<file path="src/rtl/vr_ref_sequencer.sv">
`timescale 1ns/1ps
module vr_ref_sequencer #(
  parameter int W         = 8,
  parameter int TICK_DIV  = 200,
  parameter int HOLD_US   = 2000,
  parameter int SLEW_STEP = 2,
  parameter int CUTOFF    = 32
) (
  input  logic         clk,
  input  logic         rst_n,
  input  logic         por_good_i,
  input  logic         en_i,
  input  logic [2:0]   init_sel_i,
  input  logic         cmd_valid_i,
  input  logic [W-1:0] cmd_code_i,
  output logic [W-1:0] ref_code_o,
  output logic         ready_o,
  output logic         drv_en_o
);
  localparam int DW = (TICK_DIV > 1) ? $clog2(TICK_DIV) : 1;
  localparam int HW = $clog2(HOLD_US + 1);

  typedef enum logic [2:0] {S_OFF, S_HOLD, S_RAMPI, S_WAIT, S_SLEW, S_READY, S_SHUT} st_e;

  st_e            st_q;
  logic [W-1:0]   ref_q, tgt_q;
  logic           half_q;
  logic [DW-1:0]  div_q;
  logic [HW-1:0]  hold_q;
  logic           tick;
  logic [W-1:0]   init_code, ref_next;

  assign tick = (div_q == DW'(TICK_DIV - 1));

  always_comb begin
    case (init_sel_i)
      3'd1:    init_code = W'(144);
      3'd2:    init_code = W'(160);
      3'd3:    init_code = W'(176);
      3'd4:    init_code = W'(240);
      default: init_code = '0;
    endcase
  end

  always_comb begin
    if (ref_q < tgt_q)
      ref_next = ((tgt_q - ref_q) > W'(SLEW_STEP)) ? ref_q + W'(SLEW_STEP) : tgt_q;
    else if (ref_q > tgt_q)
      ref_next = ((ref_q - tgt_q) > W'(SLEW_STEP)) ? ref_q - W'(SLEW_STEP) : tgt_q;
    else
      ref_next = ref_q;
  end

  wire cmd_ok = cmd_valid_i && (st_q == S_RAMPI || st_q == S_WAIT ||
                                st_q == S_SLEW  || st_q == S_READY);

  always_ff @(posedge clk or negedge rst_n) begin
    if (!rst_n) begin
      st_q   <= S_OFF;
      ref_q  <= '0;
      tgt_q  <= '0;
      half_q <= 1'b0;
      div_q  <= '0;
      hold_q <= '0;
    end else begin
      div_q <= (st_q == S_OFF || tick) ? '0 : div_q + 1'b1;
      if (!por_good_i) begin
        st_q   <= S_OFF;
        ref_q  <= '0;
        half_q <= 1'b0;
      end else if (!en_i && st_q != S_OFF && st_q != S_SHUT) begin
        st_q   <= S_SHUT;
        half_q <= 1'b0;
      end else if (cmd_ok) begin
        tgt_q <= cmd_code_i;
        st_q  <= S_SLEW;
      end else begin
        case (st_q)
          S_OFF: if (en_i) begin
            tgt_q  <= init_code;
            hold_q <= '0;
            st_q   <= (init_code == '0) ? S_HOLD : S_RAMPI;
          end
          S_HOLD: if (tick) begin
            if (hold_q == HW'(HOLD_US - 1)) st_q <= S_WAIT;
            else hold_q <= hold_q + 1'b1;
          end
          S_RAMPI: begin
            if (ref_q == tgt_q) st_q <= S_WAIT;
            else if (tick) ref_q <= ref_next;
          end
          S_SLEW: begin
            if (ref_q == tgt_q) st_q <= S_READY;
            else if (tick) ref_q <= ref_next;
          end
          S_SHUT: begin
            if (ref_q < W'(CUTOFF)) begin
              st_q  <= S_OFF;
              ref_q <= '0;
            end else if (tick) begin
              {ref_q, half_q} <= {ref_q, half_q} - 1'b1;
            end
          end
          default: ;
        endcase
      end
    end
  end

  assign ref_code_o = ref_q;
  assign ready_o    = (st_q == S_READY) && por_good_i && en_i;
  assign drv_en_o   = (st_q != S_OFF);

  p_ready_at_target_r6: assert property (@(posedge clk) disable iff (!rst_n)
    ready_o |-> (ref_code_o == tgt_q));
  p_hold_zero_r3: assert property (@(posedge clk) disable iff (!rst_n)
    (st_q == S_HOLD) |-> (ref_code_o == '0));
  p_ramp_no_overshoot_r4: assert property (@(posedge clk) disable iff (!rst_n)
    (st_q == S_RAMPI) |-> (ref_code_o <= tgt_q));
  p_step_bound_r5: assert property (@(posedge clk) disable iff (!rst_n)
    ((st_q == S_SLEW || st_q == S_RAMPI) && $past(st_q == S_SLEW || st_q == S_RAMPI)) |->
      (((ref_q >= $past(ref_q)) ? (ref_q - $past(ref_q)) : ($past(ref_q) - ref_q)) <= W'(SLEW_STEP)));
  p_shut_rate_r8: assert property (@(posedge clk) disable iff (!rst_n)
    (st_q == S_SHUT && $past(st_q == S_SHUT)) |->
      (ref_q <= $past(ref_q) && ($past(ref_q) - ref_q) <= W'(1)));
  p_off_zero_r9: assert property (@(posedge clk) disable iff (!rst_n)
    !drv_en_o |-> (ref_code_o == '0));
endmodule

</file>
<file path="config.mk">
export PLATFORM = sky130hd
export DESIGN_NAME = vr_ref_sequencer
export DESIGN_NICKNAME = d
export VERILOG_FILES = /design/src/rtl/vr_ref_sequencer.sv
export SDC_FILE = /design/constraint.sdc
export NUM_CORES = 1
export LEC_CHECK = 0
export BUFFER_PORTS_ARGS = -buffer_cell sky130_fd_sc_hd__clkbuf_2
export CAP_MARGIN = 30
export CORE_ASPECT_RATIO = 0.9
export CORE_MARGIN = 3
export CORE_UTILIZATION = 65
export CTS_BUF_LIST = sky130_fd_sc_hd__clkbuf_8 sky130_fd_sc_hd__clkbuf_16
export DETAILED_ROUTE_END_ITERATION = 10
export PLACE_DENSITY_LB_ADDON = 0.12
export SLEW_MARGIN = 5
export SYNTH_ARGS = -nofsm -noshare
export SYNTH_HDL_FRONTEND = slang
export SYNTH_SLANG_ARGS = --single-unit
</file>
<file path="constraint.sdc">
create_clock -name clk -period 7.2 [get_ports clk]
set_clock_uncertainty 0.15 [all_clocks]
set_input_delay 1.44 -clock clk [delete_from_list [all_inputs] [get_ports clk]]
set_output_delay 1.44 -clock clk [all_outputs]
set_load 0.02 [all_outputs]
</file>
Word-level counts from Yosys, hierarchy flattened
Cells that the tools add are included.
- register bits: 39
- latch bits: 0
- memory bits (writable): 0
- bits in read-only memories: 0
- output and inout port bits: 10
- logic and storage cells: 115
- memories kept: 0
- add/subtract/negate cells: 7
- multiply operators: 0
- divide/modulo/power cells: 0
- magnitude comparators: 5
- equality and inequality tests: 35
- shift operators: 0
- multiplexer cells: 38
- bitwise gates (word level): 2
- reduce and logical (&&, ||, !) cells: 22
- operator list (operator ; count):
    $mux 8 ; 15
    $mux 11 ; 3
    $pmux 8 s4 ; 1
    $mux 3 ; 9
    $pmux 11 s2 ; 1
    $reduce_and 7->1 ; 3
    $gt 8x2->1 const B ; 2
    $pmux 8 s2 ; 1
    $sub 8x8->8 ; 2
    $ne 5x5->1 const B ; 3
    $pmux 3 s5 ; 1
    $eq 3x2->1 const B ; 4
    $eq 3x3->1 const B ; 4
    $add 11x1->11 const B ; 1
    $eq 11x11->1 const B ; 1
    $ne 2x2->1 const B ; 5
    $ne 5x3->1 const B ; 2
    $ne 3x2->1 const B ; 3
    $ne 3x3->1 const B ; 3
    $sub 9x1->9 const B ; 1
    $add 8x1->8 const B ; 1
    $add 8x2->8 const B ; 1
    $eq 8x8->1 ; 1
    $eq 8x8->1 const B ; 1
    22 further kinds ; 40

Longest topological paths before layout
Gate-level depths: netlist of the first run.
- word-level depth: 11
- mapped depth: 12

Worst setup path before layout of the first run
Ideal clock, no wire load.
- path kind: input to output
- start: in en_i
- end: out ready_o
- arrival time: 2.499 ns
- slack: 3.111 ns
- stages: 3
- path buffers: 1
- path through: clkbuf_1 > nand2_1 > nor4_1
- cells in the longest elaborated chain, start to end: 1
- ends and longest elaborated chain (what ; RTL line ; RTL):
    start, declared ; 12 ; input logic en_i,
    $logic_and 1x1->1 ; 111 ; assign ready_o = (st_q == S_READY) && por_good_i && en_i;
    end, declared ; 17 ; output logic ready_o,
No other way between the ends.

Worst setup path in the final report of the first run
- start: in por_good_i
- end: out ready_o
- cells in the longest elaborated chain, start to end: 2
- ends and longest elaborated chain (what ; RTL line ; RTL):
    start, declared ; 11 ; input logic por_good_i,
    $logic_and 1x1->1 (2 in series) ; 111 ;
No other way between the ends.

==> summary.md, run 1 <==
| Metric | Value |
|---|---|
| Hold Crit Class | flop to flop |
| WHS Path Cells | 1 |
| Seq/Total Area, Yosys | 29.5% |
| Total Die Area | 5980 sq um |
| Relative slew margins | 44.8% |
| Drt first-iter violations | 495 |
| CTS hold repair buffers | 0 |
| Area Growth Syn to Fin | 7.95% |
| Worst path top cell family by delay | buffers and inverters |
| Syn. warnings | 0 |
| CP dominant cell by count | clkbuf_2 |
| Post_cts resized | 0 |
| Max-cap viol count | 0 |
| Clk buf depth | 2 |
| Worst skew pair latency | 0.30 ns |
| Worst Setup Start Kind | primary input |
| R2r setup slk | 3.96 ns |
| Share of layout cells above drive strength 1 | 11.9% |
| Die Span Y | 73.7 um |
| Area leader, netlist | dfrtp_1 |
| First-pass DRT Iterations | 5 |
| CTS tree | done |
| GRT Overall Usage | 30.7% |
| Post-CTS Setup Bufs | 0 |
| Reg2reg end | ref_code_o[0] |
| Achievable Freq | 259 MHz |
| Synth cell types | 61 |
| Nets@finish | 466 |
| Period utilisation layout | 53.7% |
| Post-Layout Cell Count | 491 |
| Worst vdd rail ir drop | 0.248 mV |
| Buffers & Inverters on Critical Path | 2 |
| CP cell instances | clkbuf_2 > nand2_1 > nor4_1 > clkbuf_2 |
| Final WL | 8360 um |
| Clock slew at reported path FFs | 0.07 ns |
| First-pass GRT wire length | 14200 um |
| Critical Path Slowest Stage Cell | nor4_1 |
| Core ar. | 4660 sq um |
| # IOs | 26 |
| Worst Path Arrival | 2.27 ns |
| Drt via density | 6.41 |
| Clk sink count | 39 |
| Cells after DPL | 482 |
| Worst-Margin Slew | 0.825 ns |
| Initial antenna violation count | 0 |
| Synth Instances | 412 |
| Leakage | 0.00162 uW |
| Largest cells by area after synthesis | dfrtp_1, ha_1, o21ai_0, nor2_1, nand2_1 |
| Min-delay src | div_q[0] |
| Top-area cell type share of the netlist area | 29.5% |
| Total gr overflow | 0 |
| Setup Viol. Count Final | 0 |
| Power per cell area | 414 nW/um^2 |
| Largest net degree at the start of global routing | 40 |
| I/O Buffers | 25 |
| WL/cell | 17.0 um |
| RSZ-0062 raised after global routing | no |
| Fin crit period | 3.86 ns |
| Remaining antenna violation count | 0 |
| DR vias | 3147 |
| Hold EP | div_q[0] |
| Post-Syn Area | 3310 sq um |
| # H-tree levels | 2 |
| Synth Flop Type | dfrtp_1 |
| Number of global-route vias before repair | 2851 |
| Ys async rst share | 100% |
| CTS buffer count | 5 |
| Reg2reg path depth | 9 |
| Post-synth EDFFs | 0 |
| Final hold violations | 0 |
| Final Wtd Congestion | 0.961 |
| Final core utilization | 76.5% |
| Critical Path RT | 5.61 ns |
| Most frequent cell after synthesis | nor2_1 |
| Pins Over Slew Limit | 0 |
| Synth top cells by count | nor2_1, dfrtp_1, nand2_1, o21ai_0, inv_1 |
| Mean Syn Cell Area | 8.02 sq um |
| Reg2Reg Launch Point | ref_code_o[1] |
| Die width | 81.2 um |
| Status | finished clean |
| Root buf cell | clkbuf_8 |
| DRC Markers | 0 |
| Setup crit end kind | primary output |
| Setup_tns | 0 ns |
| Initial core utilization | 70.9% |
| Worst path max stage delay | 0.22 ns |
| Worst-path fanout max | 11 |
| Antenna Cells | 0 |
| Syn_nets | 450 |
| Dpl hpwl | 6260 um |
| Setup CP Type | primary input to primary output |
| Synth Register Bits | 39 |
| Number of cell rows | 23 |
==> layer usage <==
| metal | GRT usage [%] | vias to the layer above | wire [um] |
|---|---|---|---|
| li1 | - | 1508 | - |
| met1 | 45.4 | 1474 | 3860 |
| met2 | 45.3 | 148 | 3700 |
| met3 | 6.62 | 17 | 676 |
| met4 | 8.44 | 0 | 112 |
| met5 | 0 | - | 0 |
==> state kept, by name, indices dropped and copies added, names as in the netlist <==
register,flops
hold_q,11
div_q,8
ref_code_o,8
tgt_q,8
st_q,3
half_q,1
==> how the worst max path moves through the flow <==
stage | slack [ns] | cells past startpoint | from | to
2_1_floorplan | 3.11 | 3 | en_i | ready_o
3_3_place_gp | 3.38 | 4 | por_good_i | ready_o
3_5_place_dp | 3.37 | 4 | por_good_i | ready_o
4_1_cts | 3.36 | 4 | por_good_i | ready_o
5_1_grt | 3.26 | 4 | por_good_i | ready_o
6_report | 3.34 | 4 | por_good_i | ready_o
==> cell usage in the layout, fill, tap and decap left out, drive strengths merged, types with 3 or more instances in the layout <==
| master | Yosys | final |
|---|---|---|
| a21o | 4 | 4 |
| a21oi | 28 | 28 |
| a22oi | 3 | 3 |
| a31oi | 3 | 3 |
| and3 | 6 | 6 |
| clkbuf | 9 | 30 |
| dfrtp | 39 | 39 |
| ha | 20 | 20 |
| inv | 29 | 30 |
| mux2i | 7 | 7 |
| nand2 | 37 | 37 |
| nand2b | 4 | 4 |
| nand3 | 19 | 19 |
| nand4 | 5 | 5 |
| nor2 | 44 | 44 |
| nor3 | 15 | 15 |
| nor4 | 7 | 7 |
| o2111ai | 3 | 3 |
| o211ai | 4 | 4 |
| o21a | 3 | 3 |
| o21ai | 34 | 34 |
| o22ai | 9 | 9 |
| o31ai | 4 | 4 |
| o41ai | 3 | 3 |
| or2 | 7 | 7 |
| or3 | 6 | 6 |
| xnor2 | 11 | 11 |
| xor2 | 12 | 12 |
==> cell families (layout without fill, tap and decap cells) <==
| family | Yosys count | count (layout) | share of synthesized area (%) |
|---|---|---|---|
| DFF | 39 | 39 | 29.5 |
| AOI/OAI and AO/OA | 112 | 112 | 21.7 |
| buffers and inverters | 47 | 64 | 6.21 |
| muxes | 8 | 8 | 2.57 |
| xor gates and xnor gates | 23 | 23 | 6.09 |
| and+or+nand+nor | 160 | 160 | 24.8 |
| adders and majority gates | 23 | 23 | 9.12 |
==> worst reg2reg max path: stages, from the launching register on <==
cell and delay (ns):
dfrtp_1 0.63, inv_1 0.25, fa_1 0.50, a21o_1 0.22, a221o_1 0.31, o22ai_1 0.14
o2111ai_1 0.21, mux2_4 0.37, o221a_1 0.26, a21oi_2 0.13
==> report_power, final <==
group | switching [uW] | total [uW] | leakage [uW] | internal, uW
logic | 556 | 904 | 0.00102 | 348
clock network | 75.4 | 212 | 0.0000695 | 137
registers | 95.6 | 360 | 0.000528 | 264
total | 727 | 1480 | 0.00162 | 749
==> final cells by class <==
| cell class | instances | area [sq um] |
|---|---|---|
| multi-input cells | 326 | 2120 |
| repair buffers | 26 | 145 |
| flip-flops and latches | 39 | 976 |
| clock buffers | 5 | 68.8 |
| well taps | 62 | 77.6 |
| clock inverters | 3 | 63.8 |
| inverters | 30 | 113 |
| fillers | 362 | 1090 |
==> per-stage QoR <==
step | hold WS (ns) | power [uW] | instance area (sq um) | worst slack (ns)
6_report | 0.312 | 1480 | 3570 | 3.34
5_1_grt | 0.330 | 1590 | 3570 | 3.26
4_1_cts | 0.317 | 1450 | 3550 | 3.36
3_5_place_dp | 0.308 | 1230 | 3420 | 3.37
3_3_place_gp | 0.294 | 1220 | 3420 | 3.38
2_1_floorplan | 0.275 | 1050 | 3310 | 3.11
Power figures use the tool's default switching activity.
==> inputs of run 2 (changes only) <==
--- a/config.mk
+++ b/config.mk
@@ -5,11 +5,12 @@
 export SDC_FILE = /design/constraint.sdc
 export NUM_CORES = 1
 export LEC_CHECK = 0
+export ABC_AREA = 1
 export BUFFER_PORTS_ARGS = -buffer_cell sky130_fd_sc_hd__clkbuf_2
 export CAP_MARGIN = 30
 export CORE_ASPECT_RATIO = 0.9
 export CORE_MARGIN = 3
-export CORE_UTILIZATION = 65
+export CORE_UTILIZATION = 56
 export CTS_BUF_LIST = sky130_fd_sc_hd__clkbuf_8 sky130_fd_sc_hd__clkbuf_16
 export DETAILED_ROUTE_END_ITERATION = 10
 export PLACE_DENSITY_LB_ADDON = 0.12
==> constraint.sdc (replaced) <==
create_clock -name clk -period 3.4 [get_ports clk]
set_clock_uncertainty 0.15 [all_clocks]
set_input_delay 0.68 -clock clk [delete_from_list [all_inputs] [get_ports clk]]
set_output_delay 0.68 -clock clk [all_outputs]
set_load 0.02 [all_outputs]
==> summary.md, run 2 <==
| Metric | Value |
|---|---|
| Core ar. | 5920 sq um (+27%) |
| Share of layout cells above drive strength 1 | 11.6% (-0.27 points) |
| Die Span Y | 81.7 um (+11%) |
| GRT Overall Usage | 27.2% (-3.5 points) |
| Clk buf depth | 2 (unchanged) |
| Mean Syn Cell Area | 6.58 sq um (-18%) |
| Logic gate share of total power | 71.8% (+11 points) |
| Drt via density | 5.58 (-13%) |
| Psw | 2210 uW (+200%) |
| Final WL | 9500 um (+14%) |
| Internal | 1620 uW (+120%) |
| Die width | 90.1 um (+11%) |
| # H-tree levels | 2 (unchanged) |
| Dpl hpwl | 7530 um (+20%) |
| Leakage | 0.00203 uW (+26%) |
| Post-synthesis adder-cell area fraction | 8.15% (-0.97 points) |
| Pins Over Slew Limit | 0 (unchanged) |
| Clock slew at reported path FFs | 0.08 ns (about the same) |
| XOR/XNOR Fraction of Synth Area | 4.92% (-1.2 points) |
| Syn_nets | 579 (+29%) |
| Number of global-route vias before repair | 3246 (+14%) |
| Critical Path RT | 3.44 ns (-2.17 ns) |
| Worst-Margin Slew | 0.670 ns (-0.155 ns) |
| Achievable Freq | 326 MHz |
| Number of cell rows | 26 (+13%) |
| Initial antenna violation count | 0 (unchanged) |
| Worst Path Arrival | 3.10 ns (+0.83 ns) |
| Post-CTS Setup Bufs | 0 (unchanged) |
| Worst skew pair latency | 0.30 ns (about the same) |
| Post-Syn Area | 3560 sq um (+7.7%) |
| Fraction of the mapped netlist area in simple logic gates | 39.5% (+15 points) |
| Post-synth EDFFs | 0 (unchanged) |
| CTS hold repair buffers | 0 (unchanged) |
| Remaining antenna violation count | 0 (unchanged) |
| Initial core utilization | 60.1% (-11 points) |
| Fin crit period | 3.07 ns |
| CTS buffer count | 5 (unchanged) |
| Total gr overflow | 0 (unchanged) |
| CP dominant cell by count | nand2_1 |
| Compound-gate portion of the synthesized area | 10.0% (-12 points) |
| DR vias | 3637 (+16%) |
| Antenna Cells | 0 (unchanged) |
| Final core utilization | 65.3% (-11 points) |
| Most frequent cell after synthesis | nand2_1 |
| CTS tree | done |
| Relative slew margins | 55.0% (+10 points) |
| Area leader, netlist | dfrtp_1 |
| Power per cell area | 990 nW/um^2 (+140%) |
| Max-cap viol count | 0 (unchanged) |
| Hold Crit Class | primary input to async pin |
| Seq/Total Area, Yosys | 27.4% (-2.1 points) |
| Number of flip-flops in the largest register | 11 (unchanged) |
| Clock Power Share | 8.3% (-6.1 points) |
| I/O Buffers | 25 (unchanged) |
| RSZ-0062 raised after global routing | no |
| Period utilisation layout | 90.2% |
| Largest family of logic cells by synthesized area | simple AND/OR/NAND/NOR gates |
| Status | finished clean |
| Largest net degree at the start of global routing | 32 (-20%) |
| Final Wtd Congestion | 1.02 (+6.3%) |
| Setup Viol. Count Final | 0 (unchanged) |
| Critical Path Slowest Stage Cell | dfrtp_1 |
| Mux cell area share after synthesis | 0% (-2.6 points) |
| Syn. warnings | 0 (unchanged) |
| First-pass DRT Iterations | 5 (unchanged) |
| Setup crit end kind | flop |
| Root buf cell | clkbuf_8 |
| Clk sink count | 39 (unchanged) |
| Worst-path fanout max | 9 (-2) |
| Largest cells by area after synthesis | dfrtp_1, nand2_1, nand3_1, inv_1, ha_1 |
| Synth Flop Type | dfrtp_1 |
| CP cell instances | inv_1 > fa_1 > inv_1 > nor2_1 > nor2_1 > nor2_1 > nor2_1 > nand3_1 > nor2_2 > nand2_1 > nand2_1 > nand2_1 > nand2_1 > nand3_1 > nand3_1 > nand2_1 |
| # fillers | 547 (+51%) |
| Synth Register Bits | 39 (unchanged) |
| Area Growth Syn to Fin | 8.54% |
| Post_cts resized | 0 (unchanged) |
| Largest register by flop count | hold_q |
| Total Die Area | 7350 sq um (+23%) |
| Commonest non-fill, non-tap cell in the layout | nand2_1 |
| First-pass GRT wire length | 16100 um (+14%) |
| Worst path max stage delay | 0.64 ns (+0.42 ns) |
| Synth Instances | 541 (+31%) |
| DRC Markers | 0 (unchanged) |
| # IOs | 26 (unchanged) |
| Seq pwr share | 19.9% (-4.5 points) |
| WL/cell | 14.6 um (-14%) |
| Worst Setup Start Kind | flop |
| Most frequent cells in the layout | nand2_1, inv_1, nand3_1 |
| Drt first-iter violations | 271 (-45%) |
| Switching portion of total power | 57.8% (+8.5 points) |
| Final hold violations | 0 (unchanged) |
| Synth top cells by count | nand2_1, inv_1, nand3_1, dfrtp_1, nor2_1 |
| Setup CP Type | flop to flop |
| Setup_tns | 0 ns (unchanged) |
| Worst vdd rail ir drop | 0.534 mV (+120%) |
| Top-area cell type share of the netlist area | 27.4% (-2.1 points) |
| Nets@finish | 606 (+30%) |
| Synth cell types | 39 (-36%) |
| Ys async rst share | 100% (unchanged) |
run 2: cell count changes after synthesis, sizes merged, moves of 6 or more:
cell    before  now
or3          6    0
or2          7    0
o22ai        9    1
nand3       19   68
nor3        15   26
xnor2       11    3
clkbuf       9    2
inv         29   81
nand2       37  156
mux2i        7    0
a21oi       28   16
run 2: cell type report:
type	instances	area, sq um	share of cell area, %
clock inverter	2	13.8	0.356
tap	84	105	2.72
clock buffer	5	68.8	1.78
multi-input combinational	412	2230	57.7
sequential	39	976	25.3
timing repair buffer	29	168	4.34
inverter	81	304	7.87
run 2: final timing paths:
| path | cells past startpoint | from | slack [ns] | endpoint |
|---|---|---|---|---|
| setup / recovery | 16 | ref_code_o[1] | 0.33 | ref_code_o[6] |
| hold / removal | 1 | rst_n | 0.08 | hold_q[7] |
| setup reg to reg | 16 | ref_code_o[1] | 0.33 | ref_code_o[6] |
| hold reg to reg | 1 | div_q[0] | 0.32 | div_q[0] |
| max in group asynchronous | 2 | rst_n | 2.59 | ref_code_o[1] |
| min in group clk | 1 | div_q[0] | 0.32 | div_q[0] |
run 2: logic make-up (layout without fill, tap and decap cells):
| family | after synthesis | in the layout |
|---|---|---|
| buf+inv | 90 | 117 |
| flops | 39 | 39 |
| simple gates | 307 | 307 |
| compound gates | 63 | 63 |
| fa+ha+maj | 22 | 22 |
| xor+xnor | 20 | 20 |
run 2: routing by layer:
| layer | part of all wire (%) | track usage [%] | wire length (um) | vias to the layer above |
|---|---|---|---|---|
| li1 | - | - | - | 1819 |
| met1 | 50 | 41.3 | 4800 | 1668 |
| met2 | 41 | 41.2 | 3900 | 140 |
| met3 | 7.7 | 4.58 | 735 | 10 |
| met4 | 0.76 | 4.59 | 72 | 0 |
| met5 | 0 | 0 | 0 | - |
run 2: power by group through the flow:
stage | registers [uW] | clock network (uW) | logic [uW]
after floorplan | 738 | 0 | 2090
after global placement | 765 | 0 | 2630
after detailed placement | 767 | 0 | 2660
after CTS | 758 | 318 | 2680
after global routing | 782 | 334 | 3120
final | 763 | 316 | 2750
run 2: through the flow:
stage	power [uW]	worst slack [ns]	std cells	hold slack (ns)	cell area (sq um)
2_1_floorplan	2820	0.824	541	0.234	3560
3_3_place_gp	3400	0.401	644	0.300	3760
3_5_place_dp	3430	0.472	645	0.311	3780
4_1_cts	3750	0.444	652	0.0828	3860
5_1_grt	4230	0.124	652	0.0895	3860
6_report	3830	0.333	652	0.0756	3860
run 2: worst max-delay path, delay by kind of cell, from the launching register on:
kind	cells	cell delay [ns]
adders and majority gates	1	0.49
buffers and inverters	2	0.35
DFF	1	0.64
and+or+nand+nor	13	1.32
